## src/rtl/dll_pkg.sv

```systemverilog
package dll_pkg;
   localparam int DLL_NF    = 5;   // link, count, source, destination, configuration
   localparam int DLL_SEL_W = 3;
   localparam int DLL_ALB   = 5;   // node alignment bits (32-byte nodes)

   localparam int F_LINK = 0;
   localparam int F_CNT  = 1;
   localparam int F_SRC  = 2;
   localparam int F_DST  = 3;
   localparam int F_CFG  = 4;

   typedef enum logic [2:0] {
      S_IDLE,
      S_GO,
      S_WAIT,
      S_FETCH,
      S_RESP
   } dll_state_e;

   // byte offset inside a node for fetch slot i: 0, 16, 20, 24, 28
   function automatic logic [DLL_ALB-1:0] word_off(input logic [DLL_SEL_W-1:0] i);
      logic [DLL_SEL_W-1:0] w;
      w = i + 3'd3;
      return (i == '0) ? '0 : {w, 2'b00};
   endfunction
endpackage

```

## src/rtl/dll_fields.sv

```systemverilog
module dll_fields
   import dll_pkg::*;
#(
   parameter int DW = 32
) (
   input  logic                 clk,
   input  logic                 rst_n,
   input  logic                 ld_all,
   input  logic [DW-1:0]        prg [DLL_NF],
   input  logic                 ld_one,
   input  logic [DLL_SEL_W-1:0] ld_sel,
   input  logic [DW-1:0]        ld_data,
   output logic [DW-1:0]        fld [DLL_NF]
);
   for (genvar g = 0; g < DLL_NF; g++) begin : g_fld
      always_ff @(posedge clk or negedge rst_n) begin
         if (!rst_n) begin
            fld[g] <= '0;
         end else if (ld_all) begin
            fld[g] <= prg[g];
         end else if (ld_one && ld_sel == DLL_SEL_W'(g)) begin
            fld[g] <= ld_data;
         end
      end
   end
endmodule

```

## src/rtl/dll_seq.sv

```systemverilog
module dll_seq
   import dll_pkg::*;
#(
   parameter int AW = 32
) (
   input  logic                 clk,
   input  logic                 rst_n,
   input  logic                 start,
   input  logic                 start_en,
   input  logic                 link_cont,
   input  logic [AW-1:DLL_ALB]  link_base,
   input  logic                 node_irq,
   input  logic                 mem_rvalid,
   input  logic                 xfer_done,
   output logic                 mem_req,
   output logic [AW-1:0]        mem_addr,
   output logic                 xfer_go,
   output logic                 busy,
   output logic                 node_evt,
   output logic                 chain_evt,
   output logic                 ld_all,
   output logic                 ld_one,
   output logic [DLL_SEL_W-1:0] ld_sel
);
   localparam logic [DLL_SEL_W-1:0] LAST_SLOT = DLL_SEL_W'(DLL_NF - 1);

   dll_state_e              st_q;
   logic [AW-1:DLL_ALB]     base_q;
   logic [DLL_SEL_W-1:0]    idx_q;

   always_ff @(posedge clk or negedge rst_n) begin
      if (!rst_n) begin
         st_q      <= S_IDLE;
         base_q    <= '0;
         idx_q     <= '0;
         node_evt  <= 1'b0;
         chain_evt <= 1'b0;
      end else begin
         node_evt  <= 1'b0;
         chain_evt <= 1'b0;
         case (st_q)
            S_IDLE:  if (start && start_en) st_q <= S_GO;
            S_GO:    st_q <= S_WAIT;
            S_WAIT: begin
               if (xfer_done) begin
                  node_evt <= node_irq;
                  if (link_cont) begin
                     base_q <= link_base;
                     idx_q  <= '0;
                     st_q   <= S_FETCH;
                  end else begin
                     chain_evt <= 1'b1;
                     st_q      <= S_IDLE;
                  end
               end
            end
            S_FETCH: st_q <= S_RESP;
            S_RESP: begin
               if (mem_rvalid) begin
                  if (idx_q == LAST_SLOT) begin
                     st_q <= S_GO;
                  end else begin
                     idx_q <= idx_q + 1'b1;
                     st_q  <= S_FETCH;
                  end
               end
            end
            default: st_q <= S_IDLE;
         endcase
      end
   end

   always_comb begin
      mem_req  = (st_q == S_FETCH);
      mem_addr = {base_q, word_off(idx_q)};
      xfer_go  = (st_q == S_GO);
      busy     = (st_q != S_IDLE);
      ld_all   = (st_q == S_IDLE) && start && start_en;
      ld_one   = (st_q == S_RESP) && mem_rvalid;
      ld_sel   = idx_q;
   end
endmodule

```

## src/rtl/dll_chain_loader.sv

```systemverilog
module dll_chain_loader
   import dll_pkg::*;
#(
   parameter int AW           = 32,
   parameter int DW           = 32,
   parameter int EN_BIT       = 0,
   parameter int NODE_EVT_BIT = 1,
   parameter int CHAIN_BIT    = 1
) (
   input  logic          clk,
   input  logic          rst_n,
   input  logic          start,
   input  logic [DW-1:0] prg_link,
   input  logic [DW-1:0] prg_count,
   input  logic [DW-1:0] prg_src,
   input  logic [DW-1:0] prg_dst,
   input  logic [DW-1:0] prg_cfg,
   output logic          mem_req,
   output logic [AW-1:0] mem_addr,
   input  logic          mem_rvalid,
   input  logic [DW-1:0] mem_rdata,
   output logic          xfer_go,
   output logic [DW-1:0] xfer_count,
   output logic [DW-1:0] xfer_src,
   output logic [DW-1:0] xfer_dst,
   output logic [DW-1:0] xfer_cfg,
   input  logic          xfer_done,
   output logic [DW-1:0] cur_link,
   output logic          busy,
   output logic          node_evt,
   output logic          chain_evt
);
   if (AW <= DLL_ALB) begin : g_bad_aw
      $error("AW must exceed the node alignment bits");
   end
   if (DW < AW) begin : g_bad_dw
      $error("DW must hold a full address");
   end
   if (EN_BIT >= DW || NODE_EVT_BIT >= DW || CHAIN_BIT >= DLL_ALB) begin : g_bad_bits
      $error("control bit positions out of range");
   end

   logic [DW-1:0]        prg [DLL_NF];
   logic [DW-1:0]        fld [DLL_NF];
   logic                 ld_all, ld_one;
   logic [DLL_SEL_W-1:0] ld_sel;

   assign prg[F_LINK] = prg_link;
   assign prg[F_CNT]  = prg_count;
   assign prg[F_SRC]  = prg_src;
   assign prg[F_DST]  = prg_dst;
   assign prg[F_CFG]  = prg_cfg;

   dll_fields #(.DW(DW)) u_fields (
      .clk     (clk),
      .rst_n   (rst_n),
      .ld_all  (ld_all),
      .prg     (prg),
      .ld_one  (ld_one),
      .ld_sel  (ld_sel),
      .ld_data (mem_rdata),
      .fld     (fld)
   );

   dll_seq #(.AW(AW)) u_seq (
      .clk        (clk),
      .rst_n      (rst_n),
      .start      (start),
      .start_en   (prg_cfg[EN_BIT]),
      .link_cont  (fld[F_LINK][CHAIN_BIT]),
      .link_base  (fld[F_LINK][AW-1:DLL_ALB]),
      .node_irq   (fld[F_CFG][NODE_EVT_BIT]),
      .mem_rvalid (mem_rvalid),
      .xfer_done  (xfer_done),
      .mem_req    (mem_req),
      .mem_addr   (mem_addr),
      .xfer_go    (xfer_go),
      .busy       (busy),
      .node_evt   (node_evt),
      .chain_evt  (chain_evt),
      .ld_all     (ld_all),
      .ld_one     (ld_one),
      .ld_sel     (ld_sel)
   );

   assign cur_link   = fld[F_LINK];
   assign xfer_count = fld[F_CNT];
   assign xfer_src   = fld[F_SRC];
   assign xfer_dst   = fld[F_DST];
   assign xfer_cfg   = fld[F_CFG];
endmodule

```

## config.mk

```make
export PLATFORM = sky130hd
export DESIGN_NAME = dll_chain_loader
export DESIGN_NICKNAME = d
export VERILOG_FILES = /design/src/rtl/dll_pkg.sv /design/src/rtl/dll_fields.sv /design/src/rtl/dll_seq.sv /design/src/rtl/dll_chain_loader.sv
export SDC_FILE = /design/constraint.sdc
export NUM_CORES = 1
export LEC_CHECK = 0
export CAP_MARGIN = 20
export CORE_AREA = 2 2 166 168
export DETAILED_ROUTE_END_ITERATION = 8
export DIE_AREA = 0 0 168 170
export GPL_TIMING_DRIVEN = 0
export HOLD_SLACK_MARGIN = 0.05
export PLACE_DENSITY = 0.67
export SKIP_CTS_REPAIR_TIMING = 1
export SKIP_LAST_GASP = 1
export SLEW_MARGIN = 20
export SYNTH_ARGS = -nofsm -noshare
export SYNTH_HDL_FRONTEND = slang
export SYNTH_HIERARCHICAL = 1
export SYNTH_SLANG_ARGS = --single-unit
```

## constraint.sdc

```tcl
create_clock -name clk -period 2.1 [get_ports clk]
set_input_delay 0.42 -clock clk [delete_from_list [all_inputs] [get_ports clk]]
set_output_delay 0.42 -clock clk [all_outputs]
set_load 0.03 [all_outputs]
```

==> results of run 1 <==
==> stage by stage <==
stage / instance area [sq um] / hold slack (ns) / setup slack, ns / power (mW)
3_5_place_dp: 13710 / 0.3388 / -0.6504 / 19.79
3_3_place_gp: 13650 / 0.4856 / -8.177 / 19.60
2_1_floorplan: 9314 / 0.1244 / 0.006106 / 14.01
4_1_cts: 14280 / -0.1412 / -0.7819 / 23.09
6_report: 15950 / 0.4427 / -0.1183 / 24.64
5_1_grt: 15950 / 0.4623 / -0.1868 / 25.77
==> final cells by class <==
class | count | area, sq um
multi-input cells | 594 | 4476
plain buffers | 45 | 715.7
fillers | 2232 | 10700
flip-flops and latches | 195 | 4883
clock buffers | 18 | 429.2
well taps | 341 | 426.7
clock inverters | 14 | 137.6
inverters | 9 | 33.78
repair buffers | 450 | 4845
diodes | 1 | 2.502
==> Yosys cell counts, drive strengths merged, types with 2 or more instances <==
cell type,instances,share of area [%]
nor3b,2,0.16
and2,2,0.13
buf,42,3.5
nand2b,33,2.2
or3,2,0.13
mux2,187,23
dfrtp,195,53
nand3,3,0.16
clkbuf,3,0.12
nor2b,4,0.38
a31oi,5,1.1
a21o,2,0.16
nor2,2,0.081
o221ai,3,0.28
nand2,326,13
ha,3,0.40
a21oi,4,0.22
inv,9,0.36
==> power by group <==
group | internal (mW) | total, mW | switching [mW]
Sequential | 5.63 | 6.72 | 1.09
Combinational | 7.10 | 14.7 | 7.58
Clock | 1.59 | 3.24 | 1.66
==> flip-flops by register name, summed over array words and instances (netlist names) <==
name,flops
u_fields/fld,160
u_seq/base_q,27
u_seq/chain_evt,1
u_seq/ld_sel,3
u_seq/node_evt,1
u_seq/st_q,3
==> path summary, 6_finish.rpt <==
check	startpoint	to	slack [ns]	cells after the start
setup / recovery	u_seq/st_q[1]	u_fields/fld[139]	-0.12	10
min in group clk	u_fields/fld[2]	u_fields/fld[2]	0.51	1
hold / removal	rst_n	u_seq/chain_evt	0.44	2
setup reg to reg	u_seq/st_q[1]	u_fields/fld[139]	-0.12	10
hold reg to reg	u_fields/fld[2]	u_fields/fld[2]	0.51	1
max in group asynchronous	rst_n	u_fields/fld[126]	0.85	3
==> per-layer routing <==
layer  wire [um]  vias up
li1            -     3716
met1       14410     3846
met2       18180      302
met3        2391       42
met4         786        0
met5           0        -
==> cells by family after synthesis <==
logic type                 synth area share (%)
AOI/OAI and AO/OA                         2.262
xor gates and xnor gates                0.09426
adders and majority gates                0.4039
buffers and inverters                     3.998
DFF                                       52.50
muxes                                     23.47
other                                   0.04035
and+or+nand+nor                           17.23
==> metrics.txt, run 1 <==
CTS tree yes; most common cell after layout, fill and taps aside clkdlybuf4s50_1; core area between 20000 and 30000 sq um; CP Capture Type register; final slew viol count 0; NumNets Final around 1.5k; synthesized area 9294 sq um; min cycle time layout between 2 and 2.5 ns; register area share after synthesis 52.50%; IO Pins between 300 and 400; final period utilization 105.6%; grt met2 use between 30% and 40%; Syn-to-layout area delta 71.61%; peak supply drop ~0.0008 V; GRT busiest layer met2; crit-path most repeated cell buf_6; Initial Utilization between 30% and 40%; GR Util met3 under 10%; die extent in x around 170 um; Crit-path slowest cell or3_4; clock transition at the registers of the reported paths 0.08 ns; Yosys reg bits around 200; Detail Placement HPWL between 20000 and 25000 um; Ys Warns 6; CP Class reg -> reg; most frequent cells in the layout clkdlybuf4s50_1 (384), nand2_1 (290), dfrtp_1 (192); Pre-Repair DR Iteration Count 4; die area 28560 sq um; Async S/R FF share, synth between 90% and 100%; Worst Hold Class in -> async; Finished Layout Cells 1667; slack of the critical path -0.1183 ns; die height roughly 170 um; vias 7906; grt total ovfl 0; TritonCTS buffer count 17; Skew-Pair Late Insertion Delay roughly 0.44 ns; Mapped Avg Cell Area roughly 11 sq um; GPL Wtd Cong between 0.8 and 0.9; Hold Vio Cnt, Final 0; status finished with violations; clock skew between 0.02 and 0.025 ns; Synth Instances 842; worst path buffer plus inverter count 6; Total GRT Usage 22.74%; first-pass GRT wire length slightly below 50000 um; antenna violation net count after detailed routing 0; post-layout util about three fifths; Cell Chain, Critical Path buf_6 > or3_4 > nor2_4 > buf_8 > buf_6 > buf_6 > a31oi_4 > buf_12 > clkbuf_16 > mux2_4; final wirelength 35770 um; CP top delay family buffers and inverters; CP Data Required Time between 2 and 2.5 ns; Cell variety after synth 40; WL/cell around 21 um; max incr delay on CP between 0.4 and 0.5 ns; Root Driver clkbuf_16; Final setup viols 149; Max Freq about 0.45 GHz; clk buf depth 2; CTS H-tree depth 4; vias in the first global route 7967; Setup TNS -6.131 ns; max_cap viols 0; Post-synth EDFFs 0; DR iter-0 viols approximately 460; leakage power approximately 7.3 nW; main flop type after synthesis dfrtp_1; RSZ-0062 raised after global routing yes; initial antenna violation count 1; # clock sinks 195; GR Util met1 a little over a quarter; Pwr per Cell Area roughly 1500 nW/um^2; share of layout cells above drive strength 1 between 30 and 40%; WP data arrival between 2 and 3 ns; dpl cells around 1.6k; crit start category register; row count 60; worst-path fanout max 8; PortBufs about 390; pin count of the biggest net entering global routing a little over 90; # DRC 0; vias per cell 4.743; failing checks setup timing
Note: power is estimated with default switching activity, not from simulation.
==> run 2: changes to the inputs <==
- CTS_CLUSTER_SIZE: default -> 16
==> results of run 2 <==
Final layout, timing and power as in run 1 (identical DEF).
==> run 3: changes to the inputs <==
- CAP_MARGIN: 20 -> default
==> results of run 3 <==
Final layout, timing and power as in run 1 (identical DEF).
